--- src/rtl/i2c_cmd_pkg.sv ---
package i2c_cmd_pkg;

  typedef enum logic [1:0] {
    OP_START = 2'b00,
    OP_STOP  = 2'b01,
    OP_WRITE = 2'b10,
    OP_READ  = 2'b11
  } op_e;

  typedef enum logic [1:0] {
    SQ_IDLE,
    SQ_COND,
    SQ_BYTE
  } seq_e;

  localparam int OP_LSB    = 12;
  localparam int ACK_POS   = 8;
  localparam int READY_POS = 31;
  localparam int BYTE_W    = 8;
  localparam int WORD_W    = 32;

endpackage

--- src/rtl/i2c_sync.sv ---
module i2c_sync #(
  parameter int W      = 2,
  parameter int STAGES = 2
) (
  input  logic         clk,
  input  logic         rst,
  input  logic [W-1:0] d,
  output logic [W-1:0] q
);

  logic [W-1:0] stage_r [STAGES];

  // open-drain lines float high, so the idle value is all ones
  always_ff @(posedge clk) begin
    if (rst) begin
      for (int i = 0; i < STAGES; i++) stage_r[i] <= '1;
    end else begin
      stage_r[0] <= d;
      for (int i = 1; i < STAGES; i++) stage_r[i] <= stage_r[i-1];
    end
  end

  assign q = stage_r[STAGES-1];

endmodule

--- src/rtl/i2c_qtick.sv ---
module i2c_qtick #(
  parameter int DIV = 64
) (
  input  logic clk,
  input  logic rst,
  input  logic clr,
  output logic tick
);

  localparam int CW = (DIV > 1) ? $clog2(DIV) : 1;
  localparam logic [CW-1:0] LAST = CW'(DIV - 1);

  logic [CW-1:0] cnt;

  always_ff @(posedge clk) begin
    if (rst || clr)       cnt <= '0;
    else if (cnt == LAST) cnt <= '0;
    else                  cnt <= cnt + 1'b1;
  end

  assign tick = (cnt == LAST);

  // quarter ticks are isolated pulses
  a_r11_tick_isolated: assert property (@(posedge clk) disable iff (rst)
    (tick && !clr) |=> !tick);

endmodule

--- src/rtl/i2c_shreg.sv ---
module i2c_shreg #(
  parameter int W = 8
) (
  input  logic         clk,
  input  logic         rst,
  input  logic         load,
  input  logic [W-1:0] ld_val,
  input  logic         shift,
  input  logic         din,
  output logic [W-1:0] q
);

  always_ff @(posedge clk) begin
    if (rst)        q <= '0;
    else if (load)  q <= ld_val;
    else if (shift) q <= {q[W-2:0], din};
  end

endmodule

--- src/rtl/i2c_cmd_master.sv ---
module i2c_cmd_master
  import i2c_cmd_pkg::*;
#(
  parameter int CLK_DIV = 64
) (
  input  logic        clk,
  input  logic        rst,
  input  logic        cmd_we,
  input  logic [31:0] cmd_wdata,
  output logic [31:0] stat_rdata,
  input  logic        scl_in,
  output logic        scl_drive_low,
  input  logic        sda_in,
  output logic        sda_drive_low
);

  localparam int SLOT_W = $clog2(BYTE_W + 1);
  localparam logic [SLOT_W-1:0] ACK_SLOT = SLOT_W'(BYTE_W);
  localparam int PAD_W = WORD_W - 2 - BYTE_W;

  logic          busy;
  seq_e          seq;
  op_e           op_q;
  logic          ack_tx_q;
  logic [1:0]    step;
  logic [SLOT_W-1:0] slot;
  logic          scl_q, sda_q;
  logic          rx_ack;
  logic [BYTE_W-1:0] rx_byte;

  logic          scl_s, sda_s;
  logic          tick, accept, adv, hold, finish;
  logic          sh_load, sh_shift;
  logic [BYTE_W-1:0] sh_q, sh_ld_val;
  op_e           op_in;

  // ---------------- input synchroniser ----------------
  i2c_sync #(.W(2), .STAGES(2)) u_sync (
    .clk (clk),
    .rst (rst),
    .d   ({scl_in, sda_in}),
    .q   ({scl_s, sda_s})
  );

  // ---------------- quarter-bit timebase ----------------
  i2c_qtick #(.DIV(CLK_DIV)) u_qtick (
    .clk  (clk),
    .rst  (rst),
    .clr  (accept),
    .tick (tick)
  );

  // ---------------- command decode ----------------
  assign op_in  = op_e'(cmd_wdata[OP_LSB+1:OP_LSB]);
  assign accept = cmd_we && !busy;

  // released SCL still reads low: a target is stretching the clock
  assign hold   = !scl_q && !scl_s;
  assign adv    = busy && tick && !hold;
  assign finish = adv && (step == 2'd3) &&
                  ((seq == SQ_COND) || (slot == ACK_SLOT));

  // ---------------- byte shifter ----------------
  assign sh_load   = accept;
  assign sh_ld_val = (op_in == OP_WRITE) ? cmd_wdata[BYTE_W-1:0] : '0;
  assign sh_shift  = adv && (seq == SQ_BYTE) && (step == 2'd2) && (slot != ACK_SLOT);

  i2c_shreg #(.W(BYTE_W)) u_shreg (
    .clk    (clk),
    .rst    (rst),
    .load   (sh_load),
    .ld_val (sh_ld_val),
    .shift  (sh_shift),
    .din    (sda_s),
    .q      (sh_q)
  );

  // level the master pulls SDA to in step 0 of a slot
  logic data_pull, ack_pull;
  assign data_pull = (op_q == OP_WRITE) && !sh_q[BYTE_W-1];
  assign ack_pull  = (op_q == OP_READ) && !ack_tx_q;

  // ---------------- quarter-step sequencer ----------------
  always_ff @(posedge clk) begin
    if (rst) begin
      busy     <= 1'b0;
      seq      <= SQ_IDLE;
      op_q     <= OP_START;
      ack_tx_q <= 1'b0;
      step     <= 2'd0;
      slot     <= '0;
      scl_q    <= 1'b0;
      sda_q    <= 1'b0;
      rx_ack   <= 1'b0;
      rx_byte  <= '0;
    end else if (accept) begin
      busy     <= 1'b1;
      op_q     <= op_in;
      ack_tx_q <= cmd_wdata[ACK_POS];
      step     <= 2'd0;
      slot     <= '0;
      seq      <= (op_in == OP_WRITE || op_in == OP_READ) ? SQ_BYTE : SQ_COND;
    end else if (adv) begin
      step <= step + 2'd1;
      unique case (seq)
        SQ_COND: begin
          if (op_q == OP_START) begin
            unique case (step)
              2'd0: sda_q <= 1'b0;   // free SDA, SCL as it was
              2'd1: scl_q <= 1'b0;   // let SCL rise
              2'd2: sda_q <= 1'b1;   // SDA falls with SCL high
              2'd3: scl_q <= 1'b1;   // park SCL low
            endcase
          end else begin
            unique case (step)
              2'd0: sda_q <= 1'b1;   // SDA low while SCL low
              2'd1: scl_q <= 1'b0;   // let SCL rise
              2'd2: sda_q <= 1'b0;   // SDA rises with SCL high
              2'd3: ;
            endcase
          end
        end
        SQ_BYTE: begin
          unique case (step)
            2'd0: sda_q <= (slot == ACK_SLOT) ? ack_pull : data_pull;
            2'd1: scl_q <= 1'b0;
            2'd2: if (slot == ACK_SLOT && op_q == OP_WRITE) rx_ack <= sda_s;
            2'd3: begin
              scl_q <= 1'b1;
              if (slot != ACK_SLOT) slot <= slot + 1'b1;
            end
          endcase
        end
        default: ;
      endcase
      if (finish) begin
        busy <= 1'b0;
        seq  <= SQ_IDLE;
        if (op_q == OP_READ) rx_byte <= sh_q;
      end
    end
  end

  assign scl_drive_low = scl_q;
  assign sda_drive_low = sda_q;
  assign stat_rdata    = {~busy, {PAD_W{1'b0}}, rx_ack, rx_byte};

  // ---------------- assertions ----------------
  // an accepted command clears ready on the next clock
  a_r2_ready_drop: assert property (@(posedge clk) disable iff (rst)
    (cmd_we && !busy) |=> !stat_rdata[READY_POS]);

  // a command offered while busy leaves the running operation alone
  a_r9_busy_ignore: assert property (@(posedge clk) disable iff (rst)
    (cmd_we && busy) |=> (busy || $past(finish)) && $stable(op_q));

  // inside a byte, SDA holds while SCL stays released
  a_r5_sda_steady: assert property (@(posedge clk) disable iff (rst)
    (seq == SQ_BYTE && !scl_q && !$past(scl_q)) |-> $stable(sda_q));

  // SDA released in the acknowledge slot of a write
  a_r6_ack_release: assert property (@(posedge clk) disable iff (rst)
    (seq == SQ_BYTE && slot == ACK_SLOT && step != 2'd0 && op_q == OP_WRITE) |-> !sda_q);

  // no progress while a released SCL reads low
  a_r10_scl_wait: assert property (@(posedge clk) disable iff (rst)
    (busy && hold) |=> $stable(step) && $stable(slot));

  // both lines free after a stop
  a_r4_stop_free: assert property (@(posedge clk) disable iff (rst)
    ($fell(busy) && op_q == OP_STOP) |-> (!scl_q && !sda_q));

  // start ends with both lines pulled low
  a_r3_start_parks: assert property (@(posedge clk) disable iff (rst)
    ($fell(busy) && op_q == OP_START) |-> (scl_q && sda_q));

endmodule

--- config.mk ---
export PLATFORM = sky130hd
export DESIGN_NAME = i2c_cmd_master
export DESIGN_NICKNAME = d
export VERILOG_FILES = /design/src/rtl/i2c_cmd_pkg.sv /design/src/rtl/i2c_sync.sv /design/src/rtl/i2c_qtick.sv /design/src/rtl/i2c_shreg.sv /design/src/rtl/i2c_cmd_master.sv
export SDC_FILE = /design/constraint.sdc
export NUM_CORES = 1
export LEC_CHECK = 0
export BUFFER_PORTS_ARGS = -buffer_cell sky130_fd_sc_hd__buf_2
export CAP_MARGIN = 30
export CORE_MARGIN = 5
export CORE_UTILIZATION = 39
export DETAILED_ROUTE_END_ITERATION = 8
export PLACE_DENSITY = 0.7
export SYNTH_ARGS = -nofsm -noshare
export SYNTH_HDL_FRONTEND = slang
export SYNTH_SLANG_ARGS = --single-unit
--- constraint.sdc ---
create_clock -name clk -period 2.1 [get_ports clk]
set_clock_uncertainty 0.2 [all_clocks]
set_input_delay 0.42 -clock clk [delete_from_list [all_inputs] [get_ports clk]]
set_output_delay 0.42 -clock clk [all_outputs]
set_load 0.005 [all_outputs]
==> impl_metrics.env <==
export IMPL_drt_iter0_markers=52
export IMPL_cp_max_fo=8
export IMPL_synth_top_cell_area_share_pct=37.6
export IMPL_async_flop_share_pct=0
export IMPL_n_antenna_cell=0
export IMPL_cts_htree_levels=2
export IMPL_cts_root_buf="clkbuf_8"
export IMPL_cp_required_ns=2.09
export IMPL_r2r_slack_ns=0.16
export IMPL_num_io_pins=71
export IMPL_routed_wl_um=4220
export IMPL_post_place_cells=338
export IMPL_final_cell_mix="40 x dfxtp_1, 29 x nand2_1, 27 x buf_2"
export IMPL_final_nets=320
export IMPL_synthDistinctLibCells=51
export IMPL_ys_flop_type="dfxtp_1"
export IMPL_slew_violations=0
export IMPL_syn_area_um2=2180
export IMPL_place_area_um2=2340
export IMPL_peakVddDrop_uv=352
export IMPL_grt_pass1_vias=1636
export IMPL_avgSynthCellArea_um2=9.14
export IMPL_antenna_found_initial=0
export IMPL_grt_pass1_wl_um=7330
export IMPL_grt_usage_pct=12.3
export IMPL_outcome="completed"
export IMPL_final_common_cell="dfxtp_1"
export IMPL_clock_fmax_ghz=0.515
export IMPL_final_core_util_pct=44.7
export IMPL_cts_made_buffers=5
export IMPL_drc=0
export IMPL_coreArea_um2=5470
export IMPL_clock_sinks=41
export IMPL_initial_core_util_pct=39.9
export IMPL_drt_first_pass_iters=4
export IMPL_rsz0062_at_grt="true"
export IMPL_cts_tree="done"
export IMPL_yosys_area_top_type="dfxtp_1"
export IMPL_die_h_um=84.8
export IMPL_holdWs_ns=0.102
export IMPL_hp_class="input port to flop"
export IMPL_clk_pin_slew_worst_paths_ns=0.08
export IMPL_hpwl_um=3320
export IMPL_postCtsHoldBufs=0
export IMPL_synth_cells=239
export IMPL_portBuffers=27
export IMPL_final_hold_viol_count=0
export IMPL_final_cell_area_um2=2450
export IMPL_syn2layout_area_growth_pct=12.0
export IMPL_die_w_um=84.8
export IMPL_grt_ovfl_total=0
export IMPL_p_total_mw=1.51
export IMPL_drive_gt1_share_pct=23.6
export IMPL_cts_buffer_depth=2
export IMPL_dpl_worst_slack_ns=0.112
export IMPL_period_minus_slack_ns=1.94
export IMPL_synth_edff_count=0
export IMPL_rows=27
export IMPL_nFillCells=553
export IMPL_ys_ff_latch=41
export IMPL_setup_viol=0
export IMPL_antenna_left=0
export IMPL_cp_arrival_ns=1.93
export IMPL_die_area_um2=7200
export IMPL_yosysWarningCount=0
export IMPL_finalNonFillerCells=347
export IMPL_avgViaCountPerCell=4.78
export IMPL_synth_seq_area_share_pct=37.6
export IMPL_setup_tns_ns=0
export IMPL_cp_start_kind="flop"
export IMPL_drv_cap=0
export IMPL_grt_max_degree=22
export IMPL_p_per_area_nw_per_um2=619
export IMPL_worstSkewPairLatency_ns=0.30
export IMPL_finalCritPeriodShare_pct=92.4
export IMPL_crit_path_end_kind="flop"
export IMPL_layout_setup_ws_ns=0.159
export IMPL_p_leak_nw=1.05
export IMPL_wl_per_cell_um=12.1
export IMPL_yosys_top_cells_area="dfxtp_1 38%, buf_4 7.9%, ha_1 5.2%"
export IMPL_routabilityCongestion=0.889
export IMPL_crit_type="flop to flop"
export IMPL_vias=1659
[layer usage]
layer | vias to the layer above | track usage, % | share of wire (%)
li1 | 860 | - | -
met1 | 755 | 16.0 | 48
met2 | 39 | 19.7 | 46
met3 | 5 | 2.72 | 4.5
met4 | 0 | 4.89 | 1.6
met5 | - | 0 | 0
[state kept, by name (all words and copies together) (netlist names)]
signal and count:
u_qtick.cnt 6, u_sync.stage_r 4, busy 1, rx_ack 1, rx_byte 8, op_q 2
u_shreg.q 8, ack_tx_q 1, scl_drive_low 1, step 2, slot 4, seq 2
sda_drive_low 1
[final cells by class]
class                           count  area (um2)  area share, %
Clock inverter                      2        13.8          0.562
Tap cell                           72        90.1           3.68
Timing Repair Buffer               38         243           9.92
Clock buffer                        6        82.6           3.37
Sequential cell                    41         822           33.6
Multi-Input combinational cell    176        1150           47.0
Inverter                           12        45.0           1.84
[path summary, 6_finish.rpt]
path	from	to	cells after the start
worst max-delay path	slot[0]	rx_byte[6]	8
worst max register to register	slot[0]	rx_byte[6]	8
worst min-delay path	sda_in	u_sync.stage_r[0][0]	2
worst min register to register	u_sync.stage_r[0][0]	u_sync.stage_r[0][2]	1
[Yosys cell counts (all sizes together) (2+ instances only)]
library cell / instances
or2: 4
a22oi: 8
nand3: 11
xnor2: 3
xor2: 2
o22ai: 2
o21ai: 4
a211oi: 8
mux2i: 9
dfxtp: 41
a21oi: 11
ha: 9
inv: 12
clkbuf: 6
o211ai: 2
buf: 24
o31ai: 2
nor2: 21
nand2: 29
nor3: 5
[where the power goes]
| group | switching (mW) | internal, mW | total [mW] |
|---|---|---|---|
| registers | 0.0224 | 0.802 | 0.825 |
| logic | 0.0859 | 0.0620 | 0.148 |
| clock network | 0.276 | 0.266 | 0.542 |
| total | 0.384 | 1.13 | 1.51 |
[what timing repair did]
item,in CTS,in global routing
endpoints found under the setup margin,0,6
buffers inserted,0,1
gates resized for setup,0,2
[logic make-up (layout without fill, tap and decap cells)]
family	count (synthesis)	in the layout	share of synthesized area, %
adders and majority gates	9	9	5.15
DFF	41	41	37.6
AOI/OAI and AO/OA	47	47	17.9
other	1	22	0.172
xor gates and xnor gates	5	5	2.00
and+or+nand+nor	84	84	19.6
muxes	9	9	4.12
buffers and inverters	43	58	13.5
[critical path, stage by stage, from the launching register on]
cell,delay (ns)
dfxtp_2,0.34
inv_1,0.07
ha_1,0.17
nand3b_1,0.09
buf_4,0.15
a2111oi_4,0.39
nand3_2,0.14
buf_12,0.17
mux2i_1,0.11
No activity file was read; power rests on OpenSTA's default activity.
